**config.mk**
```make
export PLATFORM = sky130hd
export DESIGN_NAME = nest_irq_ctrl
export DESIGN_NICKNAME = d
export VERILOG_FILES = /design/src/rtl/nirq_pkg.sv /design/src/rtl/nirq_flags.sv /design/src/rtl/nirq_arb.sv /design/src/rtl/nirq_nest.sv /design/src/rtl/nirq_call_seq.sv /design/src/rtl/nest_irq_ctrl.sv
export SDC_FILE = /design/constraint.sdc
export NUM_CORES = 1
export LEC_CHECK = 0
export CORE_UTILIZATION = 50
export CTS_BUF_LIST = sky130_fd_sc_hd__clkbuf_8
export DETAILED_ROUTE_END_ITERATION = 7
export GPL_TIMING_DRIVEN = 0
export PLACE_DENSITY = 0.91
export SLEW_MARGIN = 10
export SYNTH_ARGS = -nofsm -noshare
export SYNTH_HDL_FRONTEND = slang
export SYNTH_SLANG_ARGS = --single-unit
```
**constraint.sdc**
```tcl
create_clock -name clk -period 2.3 [get_ports clk]
set_input_delay 0.345 -clock clk [delete_from_list [all_inputs] [get_ports clk]]
set_output_delay 0.345 -clock clk [all_outputs]
set_load 0.05 [all_outputs]
```
**src/rtl/nirq_pkg.sv**
```systemverilog
package nirq_pkg;
  localparam int NSRC  = 6;
  localparam int NEXT  = 2;
  localparam int IDX_W = $clog2(NSRC);
  localparam logic [NSRC-1:0] EXT_MASK = 6'b000101;

  // lowest index with its bit set; 0 when mask empty
  function automatic logic [IDX_W-1:0] lowest_set(input logic [NSRC-1:0] m);
    lowest_set = '0;
    for (int i = NSRC - 1; i >= 0; i--)
      if (m[i]) lowest_set = IDX_W'(i);
  endfunction

  function automatic int vec_of(input int n, input int stride, input int ofs);
    return n * stride + ofs;
  endfunction
endpackage

```
**src/rtl/nirq_flags.sv**
```systemverilog
module nirq_flags
  import nirq_pkg::*;
(
  input  logic            clk,
  input  logic            rst_n,
  input  logic [NSRC-1:0] per_set,
  input  logic [NEXT-1:0] ext_n,
  input  logic [NEXT-1:0] edge_mode,
  input  logic            sw_we,
  input  logic [NSRC-1:0] sw_mask,
  input  logic [NSRC-1:0] sw_val,
  input  logic [NSRC-1:0] hw_clr,
  output logic [NSRC-1:0] flag_set,
  output logic [NSRC-1:0] flags
);
  logic [NSRC-1:0] nxt;

  for (genvar i = 0; i < NSRC; i++) begin : g_src
    if (EXT_MASK[i]) begin : g_ext
      localparam int E = i / 2;
      logic pin_q;
      always_ff @(posedge clk or negedge rst_n)
        if (!rst_n) pin_q <= 1'b1;
        else        pin_q <= ext_n[E];
      assign flag_set[i] = per_set[i] |
        (edge_mode[E] ? (pin_q & ~ext_n[E]) : ~ext_n[E]);
    end else begin : g_per
      assign flag_set[i] = per_set[i];
    end
  end

  always_comb begin
    nxt = flags;
    if (sw_we) nxt = (nxt & ~sw_mask) | (sw_val & sw_mask);
    nxt = nxt & ~hw_clr;
    nxt = nxt | flag_set;
  end

  always_ff @(posedge clk or negedge rst_n)
    if (!rst_n) flags <= '0;
    else        flags <= nxt;

  AST_FLAG_LATCH: assert property (@(posedge clk) disable iff (!rst_n)
    (flag_set != '0) |=> ((flags & $past(flag_set)) == $past(flag_set)));
endmodule

```
**src/rtl/nirq_arb.sv**
```systemverilog
module nirq_arb
  import nirq_pkg::*;
(
  input  logic [NSRC-1:0]  flags,
  input  logic [NSRC-1:0]  en,
  input  logic             gie,
  input  logic [NSRC-1:0]  prio,
  input  logic [1:0]       insvc,
  output logic             req_valid,
  output logic [IDX_W-1:0] req_idx,
  output logic             req_lvl
);
  logic [NSRC-1:0] elig, hi, lo;

  assign elig = flags & en & {NSRC{gie}};
  assign hi   = elig & prio;
  assign lo   = elig & ~prio;

  always_comb begin
    req_valid = 1'b0;
    req_idx   = '0;
    req_lvl   = 1'b0;
    if (hi != '0 && !insvc[1]) begin
      req_valid = 1'b1;
      req_idx   = lowest_set(hi);
      req_lvl   = 1'b1;
    end else if (hi == '0 && lo != '0 && insvc == 2'b00) begin
      req_valid = 1'b1;
      req_idx   = lowest_set(lo);
    end
  end
endmodule

```
**src/rtl/nirq_nest.sv**
```systemverilog
module nirq_nest (
  input  logic       clk,
  input  logic       rst_n,
  input  logic       ack_i,
  input  logic       ack_lvl_i,
  input  logic       reti_i,
  output logic [1:0] insvc_o
);
  logic [1:0] nxt;

  always_comb begin
    nxt = insvc_o;
    if (reti_i) begin
      if (nxt[1]) nxt[1] = 1'b0;
      else        nxt[0] = 1'b0;
    end
    if (ack_i) nxt[ack_lvl_i] = 1'b1;
  end

  always_ff @(posedge clk or negedge rst_n)
    if (!rst_n) insvc_o <= 2'b00;
    else        insvc_o <= nxt;

  AST_STRICT_PREEMPT: assert property (@(posedge clk) disable iff (!rst_n)
    ack_i |-> (!insvc_o[1] && (ack_lvl_i || !insvc_o[0])));
  AST_RETI_TOP_LEVEL: assert property (@(posedge clk) disable iff (!rst_n)
    (reti_i && !ack_i && insvc_o[1]) |=> (!insvc_o[1] && insvc_o[0] == $past(insvc_o[0])));
endmodule

```
**src/rtl/nirq_call_seq.sv**
```systemverilog
module nirq_call_seq
  import nirq_pkg::*;
#(
  parameter int CALL_CYC   = 6,
  parameter int VEC_W      = 16,
  parameter int VEC_STRIDE = 8,
  parameter int VEC_OFS    = 3
) (
  input  logic             clk,
  input  logic             rst_n,
  input  logic             ack_i,
  input  logic [IDX_W-1:0] idx_i,
  output logic             busy_o,
  output logic [VEC_W-1:0] vec_o,
  output logic             enter_o
);
  localparam int CNT_W = $clog2(CALL_CYC + 1);
  logic [CNT_W-1:0] cnt;

  assign busy_o = (cnt != '0);

  always_ff @(posedge clk or negedge rst_n)
    if (!rst_n) begin
      cnt     <= '0;
      vec_o   <= '0;
      enter_o <= 1'b0;
    end else begin
      enter_o <= (cnt == CNT_W'(1));
      if (ack_i) begin
        cnt   <= CNT_W'(CALL_CYC);
        vec_o <= VEC_W'(vec_of(int'(idx_i), VEC_STRIDE, VEC_OFS));
      end else if (cnt != '0) begin
        cnt <= cnt - 1'b1;
      end
    end

  AST_CALL_THEN_ENTER: assert property (@(posedge clk) disable iff (!rst_n)
    $fell(busy_o) |-> enter_o);
  AST_VEC_HELD: assert property (@(posedge clk) disable iff (!rst_n)
    (busy_o && $past(busy_o)) |-> $stable(vec_o));
endmodule

```
**src/rtl/nest_irq_ctrl.sv**
```systemverilog
module nest_irq_ctrl
  import nirq_pkg::*;
#(
  parameter int CALL_CYC   = 6,
  parameter int VEC_W      = 16,
  parameter int VEC_STRIDE = 8,
  parameter int VEC_OFS    = 3
) (
  input  logic             clk,
  input  logic             rst_n,
  input  logic [3:0]       per_req,
  input  logic [1:0]       ext_n,
  input  logic             inst_bound,
  input  logic             reti,
  input  logic             reg_wr,
  input  logic [1:0]       reg_addr,
  input  logic [7:0]       reg_wdata,
  output logic [7:0]       reg_rdata,
  output logic             call_busy,
  output logic [VEC_W-1:0] call_vec,
  output logic             vec_enter
);
  localparam logic [1:0] A_FLAG = 2'd0, A_PIN = 2'd1, A_EN = 2'd2, A_PRIO = 2'd3;

  logic [NSRC-1:0] en_q, prio_q, flags, flag_set, per_set;
  logic [NSRC-1:0] sw_mask, sw_val, hw_clr;
  logic [1:0]      mode_q, insvc;
  logic            gie_q, sw_we;
  logic            req_valid, req_lvl, ack;
  logic [IDX_W-1:0] req_idx;

  assign per_set = {per_req[3], per_req[2], per_req[1], 1'b0, per_req[0], 1'b0};

  always_comb begin
    sw_we   = 1'b0;
    sw_mask = '0;
    sw_val  = '0;
    if (reg_wr && reg_addr == A_FLAG) begin
      sw_we   = 1'b1;
      sw_mask = 6'b111010;
      sw_val  = {reg_wdata[7], reg_wdata[5], reg_wdata[3], 1'b0, reg_wdata[1], 1'b0};
    end else if (reg_wr && reg_addr == A_PIN) begin
      sw_we   = 1'b1;
      sw_mask = 6'b000101;
      sw_val  = {3'b000, reg_wdata[1], 1'b0, reg_wdata[0]};
    end
  end

  always_ff @(posedge clk or negedge rst_n)
    if (!rst_n) begin
      en_q   <= '0;
      gie_q  <= 1'b0;
      prio_q <= '0;
      mode_q <= 2'b11;
    end else if (reg_wr) begin
      case (reg_addr)
        A_FLAG: mode_q <= {reg_wdata[2], reg_wdata[0]};
        A_EN: begin
          gie_q <= reg_wdata[7];
          en_q  <= reg_wdata[NSRC-1:0];
        end
        A_PRIO: prio_q <= reg_wdata[NSRC-1:0];
        default: ;
      endcase
    end

  always_comb
    case (reg_addr)
      A_FLAG: reg_rdata = {flags[5], 1'b0, flags[4], 1'b0, flags[3], mode_q[1], flags[1], mode_q[0]};
      A_PIN:  reg_rdata = {6'b0, flags[2], flags[0]};
      A_EN:   reg_rdata = {gie_q, 1'b0, en_q};
      default: reg_rdata = {2'b0, prio_q};
    endcase

  assign ack = inst_bound && !call_busy && req_valid;

  always_comb begin
    hw_clr = '0;
    if (ack) hw_clr[req_idx] = 1'b1;
  end

  nirq_flags u_flags (
    .clk(clk), .rst_n(rst_n), .per_set(per_set), .ext_n(ext_n),
    .edge_mode(mode_q), .sw_we(sw_we), .sw_mask(sw_mask), .sw_val(sw_val),
    .hw_clr(hw_clr), .flag_set(flag_set), .flags(flags)
  );

  nirq_arb u_arb (
    .flags(flags), .en(en_q), .gie(gie_q), .prio(prio_q), .insvc(insvc),
    .req_valid(req_valid), .req_idx(req_idx), .req_lvl(req_lvl)
  );

  nirq_nest u_nest (
    .clk(clk), .rst_n(rst_n), .ack_i(ack), .ack_lvl_i(req_lvl),
    .reti_i(reti), .insvc_o(insvc)
  );

  nirq_call_seq #(
    .CALL_CYC(CALL_CYC), .VEC_W(VEC_W), .VEC_STRIDE(VEC_STRIDE), .VEC_OFS(VEC_OFS)
  ) u_seq (
    .clk(clk), .rst_n(rst_n), .ack_i(ack), .idx_i(req_idx),
    .busy_o(call_busy), .vec_o(call_vec), .enter_o(vec_enter)
  );

  AST_ACK_NEEDS_GIE: assert property (@(posedge clk) disable iff (!rst_n)
    ack |-> (gie_q && (flags & en_q) != '0));
  AST_HW_CLEAR: assert property (@(posedge clk) disable iff (!rst_n)
    (ack && !flag_set[req_idx]) |=> !flags[$past(req_idx)]);
  AST_ACK_AT_BOUNDARY: assert property (@(posedge clk) disable iff (!rst_n)
    $rose(call_busy) |-> $past(inst_bound));
endmodule

```
---- Word-level counts from Yosys, hierarchy flattened ----
Cells that the tools add are included.
operators by class
  add/sub/neg operators ................... 2
  order comparisons ....................... 4
  equal/unequal tests ..................... 4
  multiplexer cells ....................... 37
  bitwise logic cells ..................... 17
  reduce and logical (&&, ||, !) cells .... 21
operators by type and width
  operator             count
  $mux 3               18
  $and 6x6->6          7
  $mux 6               4
  $pmux 8 s3           1
  $not 6->6            3
  $or 6x6->6           2
  $reduce_bool 6->1    2
  $mux 1               10
  $logic_and 1x1->1    9
  $add 6x2->7 const B  1
  $logic_not 6->1      1
  $reduce_and 2->1     3
  $eq 2x2->1 const B   2
  $logic_not 2->1      2
  $lt 3x4->1 const B   1
  $mux 2               2
  $demux 1 s3          1
  $eq 3x1->1 const B   1
  $ge 3x1->1 const B   1
  $reduce_bool 3->1    1
  $sub 3x1->3 const B  1
  $and 1x1->1          2
  $eq 2x1->1 const B   1
  $logic_not 1->1      2
  other kinds (6)      7
word-level totals
  flip-flop bits (word level) ............. 45

---- Longest topological paths before layout ----
  depth after elaboration ................. 19
  mapped depth ............................ 7
  gate-level depth less buffers ........... 7

---- Hierarchy ----
A second synthesis with hierarchy kept.
second synthesis, totals
  cells, all modules ...................... 196
  area total of the unflattened synthesis .. 2090.8 sq um
by module, submodules not included
  module         times used  cells an instance  area an instance (sq um)  sequential area each (sq um)
  nest_irq_ctrl  1           71                 865.8                     377.9
  nirq_call_seq  1           42                 475.5                     200.2
  nirq_flags     1           34                 387.9                     202.7
  nirq_arb       1           41                 280.3                     0.0
  nirq_nest      1           8                  81.3                      50.0

---- Worst setup path after synthesis ----
OpenSTA, ideal clock, no wires.
  path kind ............................... input port to output port
  from .................................... input port reg_addr[0]
  to ...................................... output port reg_rdata[4]
  arrival time ............................ 1.476 ns
  required time ........................... 1.955 ns
  setup slack ............................. 0.479 ns
  stages .................................. 3
  buffers on the path ..................... 1
  cells stage by stage .................... buf_1 -> mux2i_1 -> nor2b_1
on the way
  cells in the longest elaborated chain, start to end .. 2
  elaborated cells between the ends (all ways) .. 4
RTL lines
  item                                line                 RTL
  start, declared                     nest_irq_ctrl.sv:16  input logic [1:0] reg_addr,
  $eq 2x2->1 (tied with other cells)  nest_irq_ctrl.sv:68  case (reg_addr)
  $pmux 8 s3 (*)                      nest_irq_ctrl.sv:68
  end, declared                       nest_irq_ctrl.sv:18  output logic [7:0] reg_rdata,
Mark *: on every way between the ends. The rest lies on a longest branch, timed or not.

---- Worst setup path after layout ----
  from .................................... input port reg_addr[1]
  to ...................................... output port reg_rdata[1]
The elaborated chain is that of the path after synthesis.

==> impl_metrics.tcl <==
set metrics [dict create \
    clkSinkCount 33 \
    p_seq_frac 0.343 \
    track_usage 0.234 \
    grt-ovfl-total 0 \
    drive_gt1_frac 0.247 \
    htree_num_levels 2 \
    leakagePower_nw 1.15 \
    antennaDiodeCount 0 \
    netlist.area_leader.share 0.357 \
    mostFrequentLayoutCells "dfrtp_1, clkdlybuf4s50_1, mux2_2, buf_4, conb_1" \
    cp.arrival_ns 1.86 \
    synth_top_area_cell "dfrtp_1" \
    fin_nets 262 \
    hold_path.class "in -> async" \
    grt_max_degree 34 \
    clkLatencyLatePin_ns 0.30 \
    seq_area_um2 831 \
    post_cts_buffers 0 \
    ys.flop_type "dfrtp_1" \
    final_common_cell "dfrtp_1" \
    p_switching_mw 1.04 \
    regToRegSetupSlack_ns 0.32 \
    outcome "completed" \
    p_per_area_nw_per_um2 974 \
    fin_area_um2 2530 \
    switching_share 0.421 \
    netlist_instances 187 \
    crit_end "reg_rdata[1]" \
    grt_pass1_vias 1574 \
    clkTransAtPathRegs_ns 0.07 \
    start_util 0.539 \
    drt_iter0_drc 98 \
    root_buffer "clkbuf_8" \
    antenna_found_initial 0 \
    dieArea_um2 4330 \
    crit_type "in -> out" \
    power_mw 2.46 \
    path_buf_inv 3 \
    power.share.clock 0.181 \
    cts_tree "built" \
    worst_r2r_endpoint "u_seq.vec_o[3]" \
    setup_tns_ns 0 \
    setup_viol 0 \
    cts_inserted_buffers 5 \
    vias 1661 \
    period_minus_slack_ns 2.21 \
    wl_mm 4.59 \
    rsz0062_at_grt "false" \
    drt_first_pass_iters 4 \
    drv_slew 0 \
    hpwl_mm 3.37 \
    fmax_ghz 0.453 \
    rr_startpoint "gie_q" \
    end_kind "output pin" \
    cp_top_family "buffers and inverters" \
    hold_viol_final 0 \
    viasPerCell 5.79 \
    placed_area_um2 2460 \
    slew_headroom 0.504 \
    path_max_fanout 10 \
    synth-seq-cells 33 \
    core_um2 3770 \
    port_buffers 33 \
    grt_pass1_wl_mm 7.54 \
    tightest_slew_ns 0.745 \
    drc 0 \
    critPathRequiredTime_ns 1.96 \
    yosys-top-cells-area "dfrtp_1, mux2_2, dfstp_2, buf_4, mux2i_1" \
    antenna_left 0 \
    power.internal_mw 1.43 \
    placedCellCount 279 \
    area_delta_synth_final_pct 24.4 \
    slowest_stage "mux4_2" \
    clockBufferDepth 2 \
    ir_drop_mv 0.527 \
    path_depth 4 \
    ys_seq_area_frac 0.408 \
    gp_congestion 0.901 \
    reg2reg_depth 7 \
    die_w_um 65.8 \
    n_fill_cell 311 \
    io_pins 47 \
    p_comb_frac 0.475 \
    synth_cell_types 46 \
    ys_async_sr_fraction 1.00 \
    layout.cells.non_filler 287 \
    multiInputGateArea_um2 1080 \
    syn-cell-area_um2 2030 \
    synth_warnings 0 \
    worstSetupStartpoint "reg_addr[1]" \
    rows 22 \
    clock_skew_ns 0.0142 \
    post-route-util 0.671 \
    die_y_um 65.8 \
    crit_path_start_kind "primary input" \
    avgSynthCellArea_um2 10.9 \
    max_stage_delay_ns 0.53 \
    wl_per_cell_um 16.0 \
    fin_crit_sh 0.959 \
    synth_edf_count 0 \
    drv_cap 0 \
    worstPathCellList "clkdlybuf4s50_1 -> buf_4 -> mux4_2 -> clkbuf_2" \
]
==> kinds of logic (layout without fill, tap and decap cells) <==
family                   Yosys count  count (layout)  share of synthesized area
AO/OA/AOI/OAI                     37              37                      0.140
flip-flops                        33              33                      0.408
AND/OR/NAND/NOR                   56              56                      0.177
buffers and inverters             26              67                     0.0793
XOR/XNOR                           1               1                    0.00431
adder cells (fa/ha/maj)            3               3                     0.0185
other                              1              12                    0.00184
multiplexers                      30              30                      0.172
==> state kept, by name (all words and copies together), names as in the netlist <==
register and count:
en_q 6, gie_q 1, mode_q 2, prio_q 6, u_flags.flags 6, u_flags.g_src.g_ext.pin_q 2, u_nest.insvc_o 2, u_seq.cnt 3
u_seq.enter_o 1, u_seq.vec_o 4
==> repair_timing <==
| item | in CTS | in global routing |
|---|---|---|
| hold buffers | 0 | 0 |
| setup endpoints to repair | 8 | 4 |
| gates resized for setup | 22 | 8 |
| cloned | 0 | 0 |
| pin swaps | 0 | 0 |
==> per-stage QoR <==
stage | hold WS (ns) | setup slack (ns)
after global placement | 0.462 | -0.651
final | 0.107 | 0.0935
after detailed placement | 0.455 | -0.672
after CTS | 0.139 | -0.0908
after global routing | 0.178 | 0.0325
after floorplan | 0.0494 | 0.479
==> metal layers <==
layer  wire length [µm]  track usage
met1               2050        0.304
met2               2230        0.389
met3                249       0.0466
met4                 58       0.0761
met5                  0            0
==> area by class of cell <==
type	instances	share of cell area
timing repair buffer	33	0.117
inverter	9	0.0134
sequential	33	0.328
multi-input combinational	139	0.428
buffer	17	0.0534
clock inverter	2	0.00297
clock buffer	6	0.0326
tap	48	0.0237
==> synth_stat cells (2+ instances only) <==
cell and count:
mux2_2 19, a22o_1 3, nand3b_1 4, nor2b_1 7, nor2_1 7, a31oi_1 2, mux2i_1 9, buf_6 2
a32oi_1 2, dfstp_2 4, and2_1 3, nand4b_1 6, buf_4 13, ha_1 3, a211oi_1 4, o21ai_0 5
nand4_1 9, nand2_1 6, inv_1 9, dfrtp_1 29, o211ai_1 4, mux4_2 2, buf_1 2, and4_1 2
nand2b_1 3, nand3_1 3, a21o_1 6
==> worst min path at each step <==
| stage | cells after the start | start | slack (ns) | end |
|---|---|---|---|---|
| 2_1_floorplan | 0 | rst_n | 0.05 | en_q[0] |
| 3_3_place_gp | 1 | u_seq.vec_o[5] | 0.46 | u_seq.vec_o[5] |
| 3_5_place_dp | 1 | rst_n | 0.45 | u_seq.enter_o |
| 4_1_cts | 1 | rst_n | 0.14 | en_q[5] |
| 5_1_grt | 1 | rst_n | 0.18 | en_q[5] |
| 6_report | 1 | rst_n | 0.11 | en_q[5] |
==> worst register-to-register path, cell delays in order (launching register included) <==
cell and delay, ns:
dfrtp_1 0.37, buf_6 0.14, buf_6 0.14, nand4b_1 0.15, nand4_1 0.17, o211ai_1 0.49
o21bai_1 0.14, mux2_2 0.27
==> power groups by stage <==
stage / clock (mW) / sequential, mW / combinational, mW
after floorplan: 0 / 0.960 / 0.737
after global placement: 0 / 0.843 / 1.15
after detailed placement: 0 / 0.853 / 1.18
after CTS: 0.450 / 0.841 / 1.18
after global routing: 0.476 / 0.864 / 1.25
final: 0.447 / 0.846 / 1.17
(Power assumes the default switching activity.)
